### config.mk
export PLATFORM = sky130hd
export DESIGN_NAME = xbusSeq
export DESIGN_NICKNAME = d
export VERILOG_FILES = /design/src/rtl/xbusPkg.sv /design/src/rtl/xbusWaitSync.sv /design/src/rtl/xbusSeqCtrl.sv /design/src/rtl/xbusSeqData.sv /design/src/rtl/xbusSeq.sv
export SDC_FILE = /design/constraint.sdc
export NUM_CORES = 1
export LEC_CHECK = 0
export BUFFER_PORTS_ARGS = -buffer_cell sky130_fd_sc_hd__clkbuf_2
export CORE_MARGIN = 8
export CORE_UTILIZATION = 46
export CTS_CLUSTER_DIAMETER = 200
export DETAILED_ROUTE_END_ITERATION = 8
export GPL_TIMING_DRIVEN = 0
export PLACE_DENSITY = 0.73
export SETUP_SLACK_MARGIN = 0.3
export SYNTH_ARGS = -nofsm -noshare
export SYNTH_HDL_FRONTEND = slang
export SYNTH_SLANG_ARGS = --single-unit
### constraint.sdc
create_clock -name clk -period 2.48 [get_ports clk]
set_clock_uncertainty 0.05 [all_clocks]
set_input_delay 0.248 -clock clk [delete_from_list [all_inputs] [get_ports clk]]
set_output_delay 0.248 -clock clk [all_outputs]
set_load 0.03 [all_outputs]
### src/rtl/xbusPkg.sv
`timescale 1ns/1ps
package xbusPkg;

  typedef enum logic [2:0] {
    PH_IDLE  = 3'd0,
    PH_SETUP = 3'd1,
    PH_PULSE = 3'd2,
    PH_HOLD  = 3'd3,
    PH_FLOAT = 3'd4
  } phase_e;

  typedef enum logic [1:0] {
    WM_OFF    = 2'd0,
    WM_RSVD   = 2'd1,
    WM_FROZEN = 2'd2,
    WM_READY  = 2'd3
  } waitMode_e;

  // Strobes from control to datapath
  typedef struct packed {
    phase_e phase;
    logic   isWrite;
    logic   load;
    logic   capture;
  } seqStrobe_t;

endpackage

### src/rtl/xbusWaitSync.sv
`timescale 1ns/1ps
module xbusWaitSync #(
  parameter int STAGES = 2
) (
  input  logic clk,
  input  logic rstN,
  input  logic waitN,
  output logic waitAct
);
  localparam int LAST = STAGES - 1;

  logic [LAST:0] chain;

  generate
    if (STAGES == 1) begin : g_single
      always_ff @(posedge clk) begin
        if (!rstN) chain <= '1;
        else       chain <= waitN;
      end
    end else begin : g_multi
      always_ff @(posedge clk) begin
        if (!rstN) chain <= '1;
        else       chain <= {chain[LAST-1:0], waitN};
      end
    end
  endgenerate

  assign waitAct = ~chain[LAST];
endmodule

### src/rtl/xbusSeqCtrl.sv
`timescale 1ns/1ps
module xbusSeqCtrl
  import xbusPkg::*;
#(
  parameter int CNT_W = 4
) (
  input  logic             clk,
  input  logic             rstN,
  input  logic             reqValid,
  input  logic             reqWrite,
  output logic             reqReady,
  input  logic [CNT_W-1:0] cfgRdSetup,
  input  logic [CNT_W-1:0] cfgRdPulse,
  input  logic [CNT_W-1:0] cfgRdHold,
  input  logic [CNT_W-1:0] cfgWrSetup,
  input  logic [CNT_W-1:0] cfgWrPulse,
  input  logic [CNT_W-1:0] cfgWrHold,
  input  logic [CNT_W-1:0] cfgFloat,
  input  logic [1:0]       cfgWaitMode,
  input  logic             waitAct,
  output logic             doneValid,
  output logic             cfgInvalid,
  output seqStrobe_t       strb
);
  localparam logic [CNT_W-1:0] CNT_ZERO = '0;
  localparam logic [CNT_W-1:0] CNT_ONE  = CNT_W'(1);

  phase_e           phase, phaseNxt;
  logic [CNT_W-1:0] cnt, cntNxt;
  logic             isWr, isWrNxt;
  logic             doneNxt;
  logic             loadNow, captureNow, finishNow;

  logic [CNT_W-1:0] curPulse, curHold, reqSetup, reqPulse;
  logic [CNT_W-1:0] floatExtra;
  logic             frozenMode, readyMode, accept;

  assign frozenMode = (cfgWaitMode == WM_FROZEN);
  assign readyMode  = (cfgWaitMode == WM_READY);
  assign cfgInvalid = cfgWaitMode[1] && ((cfgRdHold == CNT_ZERO) || (cfgWrHold == CNT_ZERO));

  assign curPulse = isWr ? cfgWrPulse : cfgRdPulse;
  assign curHold  = isWr ? cfgWrHold  : cfgRdHold;
  assign reqSetup = reqWrite ? cfgWrSetup : cfgRdSetup;
  assign reqPulse = reqWrite ? cfgWrPulse : cfgRdPulse;

  // float cycles still owed after the read's hold has run
  assign floatExtra = (cfgFloat > cfgRdHold) ? (cfgFloat - cfgRdHold) : CNT_ZERO;

  function automatic logic [CNT_W-1:0] pulseLoad(input logic [CNT_W-1:0] p);
    return (p == CNT_ZERO) ? CNT_ZERO : (p - CNT_ONE);
  endfunction

  always_comb begin
    reqReady = 1'b0;
    case (phase)
      PH_IDLE:  reqReady = 1'b1;
      PH_FLOAT: reqReady = !reqWrite || (cnt == CNT_ZERO);
      default:  reqReady = 1'b0;
    endcase
  end

  assign accept = reqValid && reqReady;

  always_comb begin
    phaseNxt   = phase;
    cntNxt     = cnt;
    isWrNxt    = isWr;
    doneNxt    = 1'b0;
    loadNow    = 1'b0;
    captureNow = 1'b0;
    finishNow  = 1'b0;
    case (phase)
      PH_IDLE, PH_FLOAT: begin
        if (accept) begin
          loadNow = 1'b1;
          isWrNxt = reqWrite;
          if (reqSetup != CNT_ZERO) begin
            phaseNxt = PH_SETUP;
            cntNxt   = reqSetup - CNT_ONE;
          end else begin
            phaseNxt = PH_PULSE;
            cntNxt   = pulseLoad(reqPulse);
          end
        end else if (phase == PH_FLOAT) begin
          if (cnt == CNT_ZERO) phaseNxt = PH_IDLE;
          else                 cntNxt   = cnt - CNT_ONE;
        end
      end
      PH_SETUP: begin
        if (cnt == CNT_ZERO) begin
          phaseNxt = PH_PULSE;
          cntNxt   = pulseLoad(curPulse);
        end else begin
          cntNxt = cnt - CNT_ONE;
        end
      end
      PH_PULSE: begin
        if (frozenMode && waitAct) begin
          phaseNxt = phase;
        end else if (cnt != CNT_ZERO) begin
          cntNxt = cnt - CNT_ONE;
        end else if (readyMode && waitAct) begin
          phaseNxt = phase;
        end else begin
          captureNow = !isWr;
          if (curHold != CNT_ZERO) begin
            phaseNxt = PH_HOLD;
            cntNxt   = curHold - CNT_ONE;
          end else begin
            finishNow = 1'b1;
          end
        end
      end
      PH_HOLD: begin
        if (cnt == CNT_ZERO) finishNow = 1'b1;
        else                 cntNxt    = cnt - CNT_ONE;
      end
      default: phaseNxt = PH_IDLE;
    endcase

    if (finishNow) begin
      doneNxt = 1'b1;
      if (!isWr && (floatExtra != CNT_ZERO)) begin
        phaseNxt = PH_FLOAT;
        cntNxt   = floatExtra - CNT_ONE;
      end else begin
        phaseNxt = PH_IDLE;
        cntNxt   = CNT_ZERO;
      end
    end
  end

  always_ff @(posedge clk) begin
    if (!rstN) begin
      phase     <= PH_IDLE;
      cnt       <= CNT_ZERO;
      isWr      <= 1'b0;
      doneValid <= 1'b0;
    end else begin
      phase     <= phaseNxt;
      cnt       <= cntNxt;
      isWr      <= isWrNxt;
      doneValid <= doneNxt;
    end
  end

  always_comb begin
    strb.phase   = phase;
    strb.isWrite = isWr;
    strb.load    = loadNow;
    strb.capture = captureNow;
  end

  // completion lasts a single cycle
  assert_done_single_R2: assert property (@(posedge clk) disable iff (!rstN)
    doneValid |=> !doneValid);

  // a waiting write never leaves float early
  assert_float_holds_write_R10: assert property (@(posedge clk) disable iff (!rstN)
    (phase == PH_FLOAT && cnt != CNT_ZERO && reqValid && reqWrite)
      |=> (phase == PH_FLOAT || phase == PH_IDLE));
endmodule

### src/rtl/xbusSeqData.sv
`timescale 1ns/1ps
module xbusSeqData
  import xbusPkg::*;
#(
  parameter int ADDR_W = 8,
  parameter int DATA_W = 8
) (
  input  logic              clk,
  input  logic              rstN,
  input  seqStrobe_t        strb,
  input  logic [ADDR_W-1:0] reqAddr,
  input  logic [DATA_W-1:0] reqWdata,
  input  logic [DATA_W-1:0] busDataIn,
  output logic [ADDR_W-1:0] busAddr,
  output logic [DATA_W-1:0] busDataOut,
  output logic              busDataOe,
  output logic              rdStrobeN,
  output logic              wrStrobeN,
  output logic [DATA_W-1:0] rdData
);
  logic [ADDR_W-1:0] addrQ;
  logic [DATA_W-1:0] wdataQ;
  logic [DATA_W-1:0] rdQ;
  logic              inAccess, inPulse;

  always_ff @(posedge clk) begin
    if (!rstN) begin
      addrQ  <= '0;
      wdataQ <= '0;
    end else if (strb.load) begin
      addrQ  <= reqAddr;
      wdataQ <= reqWdata;
    end
  end

  always_ff @(posedge clk) begin
    if (!rstN)             rdQ <= '0;
    else if (strb.capture) rdQ <= busDataIn;
  end

  assign inPulse  = (strb.phase == PH_PULSE);
  assign inAccess = (strb.phase == PH_SETUP) || inPulse || (strb.phase == PH_HOLD);

  assign busAddr    = addrQ;
  assign busDataOut = wdataQ;
  assign busDataOe  = inAccess && strb.isWrite;
  assign rdStrobeN  = !(inPulse && !strb.isWrite);
  assign wrStrobeN  = !(inPulse && strb.isWrite);
  assign rdData     = rdQ;

  // read data only moves on a capture
  assert_rdata_hold_R4: assert property (@(posedge clk) disable iff (!rstN)
    !strb.capture |=> $stable(rdData));

  // address held through the access
  assert_addr_stable_R3: assert property (@(posedge clk) disable iff (!rstN)
    inAccess |=> $stable(busAddr));
endmodule

### src/rtl/xbusSeq.sv
`timescale 1ns/1ps
module xbusSeq
  import xbusPkg::*;
#(
  parameter int ADDR_W      = 8,
  parameter int DATA_W      = 8,
  parameter int CNT_W       = 4,
  parameter int SYNC_STAGES = 2
) (
  input  logic              clk,
  input  logic              rstN,
  input  logic              reqValid,
  input  logic              reqWrite,
  input  logic [ADDR_W-1:0] reqAddr,
  input  logic [DATA_W-1:0] reqWdata,
  output logic              reqReady,
  input  logic [CNT_W-1:0]  cfgRdSetup,
  input  logic [CNT_W-1:0]  cfgRdPulse,
  input  logic [CNT_W-1:0]  cfgRdHold,
  input  logic [CNT_W-1:0]  cfgWrSetup,
  input  logic [CNT_W-1:0]  cfgWrPulse,
  input  logic [CNT_W-1:0]  cfgWrHold,
  input  logic [CNT_W-1:0]  cfgFloat,
  input  logic [1:0]        cfgWaitMode,
  input  logic              waitN,
  output logic [ADDR_W-1:0] busAddr,
  output logic [DATA_W-1:0] busDataOut,
  output logic              busDataOe,
  input  logic [DATA_W-1:0] busDataIn,
  output logic              rdStrobeN,
  output logic              wrStrobeN,
  output logic              doneValid,
  output logic [DATA_W-1:0] rdData,
  output logic              cfgInvalid
);
  logic       waitAct;
  seqStrobe_t strb;

  xbusWaitSync #(.STAGES(SYNC_STAGES)) uSync (
    .clk(clk), .rstN(rstN), .waitN(waitN), .waitAct(waitAct)
  );

  xbusSeqCtrl #(.CNT_W(CNT_W)) uCtrl (
    .clk(clk), .rstN(rstN),
    .reqValid(reqValid), .reqWrite(reqWrite), .reqReady(reqReady),
    .cfgRdSetup(cfgRdSetup), .cfgRdPulse(cfgRdPulse), .cfgRdHold(cfgRdHold),
    .cfgWrSetup(cfgWrSetup), .cfgWrPulse(cfgWrPulse), .cfgWrHold(cfgWrHold),
    .cfgFloat(cfgFloat), .cfgWaitMode(cfgWaitMode), .waitAct(waitAct),
    .doneValid(doneValid), .cfgInvalid(cfgInvalid), .strb(strb)
  );

  xbusSeqData #(.ADDR_W(ADDR_W), .DATA_W(DATA_W)) uData (
    .clk(clk), .rstN(rstN), .strb(strb),
    .reqAddr(reqAddr), .reqWdata(reqWdata), .busDataIn(busDataIn),
    .busAddr(busAddr), .busDataOut(busDataOut), .busDataOe(busDataOe),
    .rdStrobeN(rdStrobeN), .wrStrobeN(wrStrobeN), .rdData(rdData)
  );

  // a frozen pulse cycle changes no bus output
  assert_freeze_stable_R6: assert property (@(posedge clk) disable iff (!rstN)
    (cfgWaitMode == WM_FROZEN && waitAct && (!rdStrobeN || !wrStrobeN))
      |=> ($stable(rdStrobeN) && $stable(wrStrobeN) && $stable(busAddr)
           && $stable(busDataOe) && $stable(busDataOut)));

  // never both strobes at once
  assert_strobe_excl_R3: assert property (@(posedge clk) disable iff (!rstN)
    $onehot0({~rdStrobeN, ~wrStrobeN}));

  // bus never driven against a read strobe
  assert_oe_not_read_R3: assert property (@(posedge clk) disable iff (!rstN)
    busDataOe |-> rdStrobeN);
endmodule

== Yosys cells after proc, flatten, opt, wreduce, memory -nomap -nowiden ==
Cells that the tools add are included.

* Bits in registers: 35
* Input port bits: 59
* Output and inout port bits: 30
* Logic and storage cells: 109

* Bitwise gates (word level): 1
* Equal/unequal tests: 16
* Reductions and logical operators: 31
* Order comparisons: 1
* Add/sub/neg operators: 7
* Multiplexer cells: 45

{| class="wikitable"
|+ Operator list
! operator !! count
|-
| 2-to-1 mux 4 bit || 18
|-
| 2-to-1 mux 3 bit || 10
|-
| subtractor 4 x 1 -> 4 bit, second input constant || 6
|-
| logical NOT 4 bit || 5
|-
| case mux 4 bit (4 select lines) || 1
|-
| nonzero test 4 bit || 4
|-
| 2-to-1 mux 1 bit || 12
|-
| != test 3 bit, second input constant || 4
|-
| case mux 3 bit (4 select lines) || 1
|-
| logical AND 1 bit || 8
|-
| != test 4 x 1 -> 1 bit, second input constant || 2
|-
| != test 4 bit, second input constant || 2
|-
| AND reduction 8 bit || 1
|-
| equality test 3 x 2 -> 1 bit, second input constant || 2
|-
| AND reduction 5 bit || 1
|-
| nonzero test 5 bit || 1
|-
| equality test 2 bit, second input constant || 2
|-
| greater-than comparator 4 bit || 1
|-
| logical NOT 1 bit || 4
|-
| logical OR 1 bit || 4
|-
| case mux 1 bit (2 select lines) || 2
|-
| subtractor 4 bit || 1
|-
| equality test 3 x 1 -> 1 bit, second input constant || 1
|-
| equality test 3 bit, second input constant || 1
|-
| other kinds (7) || 7
|}

== Logic depth before layout (Yosys ltp) ==
* Word-level depth: 9
* Depth in mapped cells: 12
* Gate-level depth less buffers: 12

== Modules after synthesis ==
From an unflattened synthesis, not the netlist that was laid out.

* Cells, all modules: 325
* Area, all modules: 2,756.4 um2

{| class="wikitable"
|+ By module, submodules not included
! module !! sequential area each (um2) !! area an instance (um2) !! times used !! cells an instance
|-
| xbusSeqCtrl || 180.2 || 1,750.4 || 1 || 239
|-
| xbusSeqData || 480.5 || 949.7 || 1 || 81
|-
| xbusWaitSync || 40.0 || 56.3 || 1 || 5
|}

== Worst setup path before layout ==
Ideal clock, no wire load.

* Path kind: input-to-reg
* From: in reqWrite
* To: reg uCtrl.cnt[0]
* Required time: 2.356 ns
* Path slack: -0.074 ns
* Buffers on the path: 1
* Arrival: 2.430 ns
* Stages: 9
* Library setup time: 0.074 ns
* Path through: clkbuf_1 mux2i_1 ha_1 or4b_2 o41ai_1 and2_1 o21ai_1 a221o_1 a31oi_1

* Cells in the longest elaborated chain, start to end: 7
* Elaborated cells between the ends (all ways): 17
* Those cells by class: 2 x add/sub; 1 x eq/ne; 8 x mux; 6 x reduce/logical

{| class="wikitable"
|+ Ends and longest elaborated chain
! element !! line !! text
|-
| start: declaration || xbusSeq.sv:13 || <nowiki>input logic reqWrite,</nowiki>
|-
| 2-to-1 mux 4 bit / logical NOT 1 bit (equally long branches) || xbusSeqCtrl.sv:45, xbusSeqCtrl.sv:58 ||
|-
| subtractor 4 x 1 -> 4 bit (tied with other cells) || xbusSeqCtrl.sv:51 || <nowiki>return (p == CNT_ZERO) ? CNT_ZERO : (p - CNT_ONE);</nowiki>
|-
| 2-to-1 mux 4 bit / case mux 1 bit (2 select lines) (equally long branches) || xbusSeqCtrl.sv:51, xbusSeqCtrl.sv:56 ||
|-
| 2-to-1 mux 4 bit / logical AND 1 bit (equally long branches) || xbusSeqCtrl.sv:78, xbusSeqCtrl.sv:63 ||
|-
| 2-to-1 mux 4 bit || xbusSeqCtrl.sv:75 || <nowiki>if (accept) begin</nowiki>
|-
| case mux 4 bit (4 select lines) || xbusSeqCtrl.sv:73 || <nowiki>case (phase)</nowiki>
|-
| 2-to-1 mux 4 bit || xbusSeqCtrl.sv:122 || <nowiki>if (finishNow) begin</nowiki>
|-
| end signal: assignment || xbusSeqCtrl.sv:142 || <nowiki>cnt <= cntNxt;</nowiki>
|-
| end: declaration || xbusSeqCtrl.sv:29 || <nowiki>logic [CNT_W-1:0] cnt, cntNxt;</nowiki>
|}

Several ways; a longest one is shown, not always the timed one.
A chain may end at the register's enable or synchronous reset.

== Worst setup path in the final report ==
* From: reg uCtrl.cnt[0]
* To: reg uCtrl.cnt[3]

* Cells in the longest elaborated chain, start to end: 7
* Elaborated cells between the ends (all ways): 24
* Those cells by class: 1 x add/sub; 4 x eq/ne; 13 x mux; 6 x reduce/logical

{| class="wikitable"
|+ Ends and longest elaborated chain
! element
|-
| parallel branches: the longest is 7 deep, another holds subtractor 4 x 1 -> 4 bit
|}

Parallel ways; which one is timed is not known. The select of a mux whose other input is x is not followed.

==> out/results.ini <==
[clock_tree]
h-tree-depth = 2
clock_sinks = 35
numCtsBuffers = 5
cts_tree = done
clkLatencyLatePin_ns = 0.29
clk_path_buf_depth = 2
root_buffer = clkbuf_8
path_clk_slew_ns = 0.08

[global_routing]
grt_max_degree = 13
grt_overflow = 0
grt_first_pass_wirelength_mm = 14.0
grt_usage_pct = 19.5
grt_pass1_vias = 2995
antenna_found_initial = 0

[pwr]
ir_worst_vdd_mv = 0.635
finalPower_mw = 2.74
p_leak_nw = 1.62
pwr_density_cell_mw_per_mm2 = 727

[timing]
slew_violations = 0
hold_viol_final = 0
fin_crit_sh_pct = 91.0
timing.slew.headroom_pct = 62.8
finalSetupTns_ns = 0
setup_violations = 0
hold_ws_ns = 0.0841
grt_setup_unrepaired = true
fin_crit_ns = 2.26
worstMarginPinSlew_ns = 0.555
clock.fmax_ghz = 0.443

[yosys]
ys_seq_area_share_pct = 26.3
async_flop_share_pct = 0
synth_cell_types = 61
syn_avg_cell_area_um2 = 7.82
syn_area_mm2 = 0.00267
synthFlopType = dfxtp_1
syn_nets = 411
yosysWarnings = 0
syn_inst = 341
ys_seq_elements = 35
synth-edff-count = 0

[detailed_routing]
wl_per_cell_um = 16.5
drt_iter0_markers = 249
drt_pass1_iterations = 5
drc = 0
vias = 3055
vias_per_cell = 5.75
routed_wl_mm = 8.76
postRouteAntennaNets = 0

[final_layout]
syn_to_final_growth_pct = 41.5
multi_input_area_mm2 = 0.00206
design_area_mm2 = 0.00377
drive_gt1_share_pct = 36.4
fillers = 486
nNetsFinal = 528
diodes = 0
seqCellArea_um2 = 709

[critical_path]
worstReg2RegEnd = uCtrl.cnt[3]$_SDFFE_PN0P_
reg2reg_slack_ns = 0.22
critPathLaunch = uCtrl.cnt[0]$_SDFFE_PN0P_
path_class = register to register
cp_slowest_stage_delay_ns = 0.38
cpMaxStageDelayCell = or3b_4
arrival_ns = 2.38
cp_top_family = compound AO/OA/AOI/OAI gates
critPathRequiredTime_ns = 2.60
end_kind = register
cp.buffers_inverters = 2
start_kind = register
crit_cells = 9
crit_fanout = 6
ff2ff_path_depth = 9
path_cells = inv_4 -> ha_4 -> or3b_4 -> buf_6 -> a2111oi_4 -> a211oi_4 -> o2111ai_1 -> a2bb2oi_1 -> o31ai_2
rr_startpoint = uCtrl.cnt[0]$_SDFFE_PN0P_
endpoint = uCtrl.cnt[3]$_SDFFE_PN0P_

[min_path]
whs_path_depth = 2
hp-class = input port to register

[placement]
placed_cell_area_mm2 = 0.00331
gp_congestion = 0.932
io_buffers = 87
hpwl_mm = 6.54

[floorplanning]
io-pin-count = 89
die_w_um = 92.1
fp-row-count = 27
die_y_um = 92.1
initial_utilization_pct = 48.1
fp.coreArea_mm2 = 0.00554
die-area_mm2 = 0.00849

[run]
cap_violations = 0

[outcome]
outcome = complete, no violations

==> where the power goes <==
| group | switching (mW) | internal [mW] |
|---|---|---|
| Sequential | 0.0760 | 0.648 |
| Clock | 0.213 | 0.227 |
| Combinational | 0.874 | 0.705 |
==> registers in the layout, summed over array words and instances (netlist names) <==
| name | cells |
|---|---|
| uCtrl.cnt | 4 |
| uData.busAddr | 8 |
| uCtrl.phase | 3 |
| uCtrl.isWr | 1 |
| uData.rdData | 8 |
| uData.busDataOut | 8 |
| uSync.chain | 2 |
| uCtrl.doneValid | 1 |
==> how the worst min path moves through the flow <==
stage                                            to                       from  slack [ns]
after global placement    uSync.chain[1]$_SDFF_PN1_  uSync.chain[0]$_SDFF_PN1_        0.34
after detailed placement  uSync.chain[1]$_SDFF_PN1_  uSync.chain[0]$_SDFF_PN1_        0.35
final                     uSync.chain[0]$_SDFF_PN1_                      waitN        0.08
after global routing      uSync.chain[0]$_SDFF_PN1_                      waitN        0.11
after floorplan           uSync.chain[0]$_SDFF_PN1_                      waitN        0.30
after CTS                 uSync.chain[0]$_SDFF_PN1_                      waitN        0.08
==> cell usage after synthesis (all sizes together) (4+ instances only) <==
cell	number	share of area (%)
or4	5	1.4
mux2i	19	7.1
o21ai	16	3.0
o21a	6	1.7
dfxtp	35	26
a21boi	19	5.4
or2	5	1.2
a31oi	8	2.4
a21oi	11	2.1
inv	15	2.1
ha	10	4.7
nand2b	7	1.6
nor3	12	2.3
nand3	7	1.3
clkbuf	12	1.7
o31ai	11	3.1
nor4b	4	1.3
nor2b	15	3.5
o211ai	6	1.7
buf	5	1.4
nand2	52	7.3
nor2	12	1.7
==> cells by family after synthesis <==
kind of cell,count (synthesis),share of synthesized area (%)
muxes,19,7.14
xor gates and xnor gates,3,0.986
and+or+nand+nor,138,26.8
buffers and inverters,32,5.21
DFF,35,26.3
AOI/OAI and AO/OA,103,28.1
adders and majority gates,11,5.45
==> layer usage <==
metal	vias to the layer above	part of all wire, %	track usage (%)
met3	11	7.9	5.38
li1	1504	-	-
met5	-	0	0
met2	128	50	33.7
met4	0	1.2	3.89
met1	1412	41	23.5
==> cell type report <==
class / instances / area share [%]
Timing Repair Buffer: 110 / 16.3
Clock buffer: 6 / 2.19
Clock inverter: 2 / 0.431
Inverter: 15 / 1.63
Tap cell: 72 / 2.39
Sequential cell: 35 / 18.8
Multi-Input combinational cell: 274 / 54.7
Buffer: 17 / 3.58
==> through the flow <==
stage	instances	setup WS, ns	utilization [%]
final	531	0.223	68.1
after global routing	531	0.176	68.1
after CTS	524	0.246	65.4
after detailed placement	500	-0.219	59.8
after global placement	500	-0.203	59.8
after floorplan	341	0.285	-
==> layout by cell type (no fill, tap or decap), types with 8 or more instances in the layout <==
cell type | synthesis | layout
a21boi_0 | 19 | 19
a21oi_1 | 11 | 11
buf_4 | 0 | 23
clkbuf_1 | 12 | 8
clkbuf_2 | 0 | 88
dfxtp_1 | 35 | 32
inv_1 | 15 | 12
mux2i_1 | 19 | 16
nand2_1 | 52 | 52
nor2_1 | 12 | 11
nor2b_1 | 15 | 14
nor3_1 | 12 | 11
o21ai_0 | 14 | 11
o31ai_1 | 11 | 10
==> what timing repair did <==
item,CTS,global route
gates resized for setup,16,25
pin swaps,14,8
hold buffers,0,0
setup endpoints to repair,25,17
buffers inserted,16,7
No activity file was read; power rests on OpenSTA's default activity.
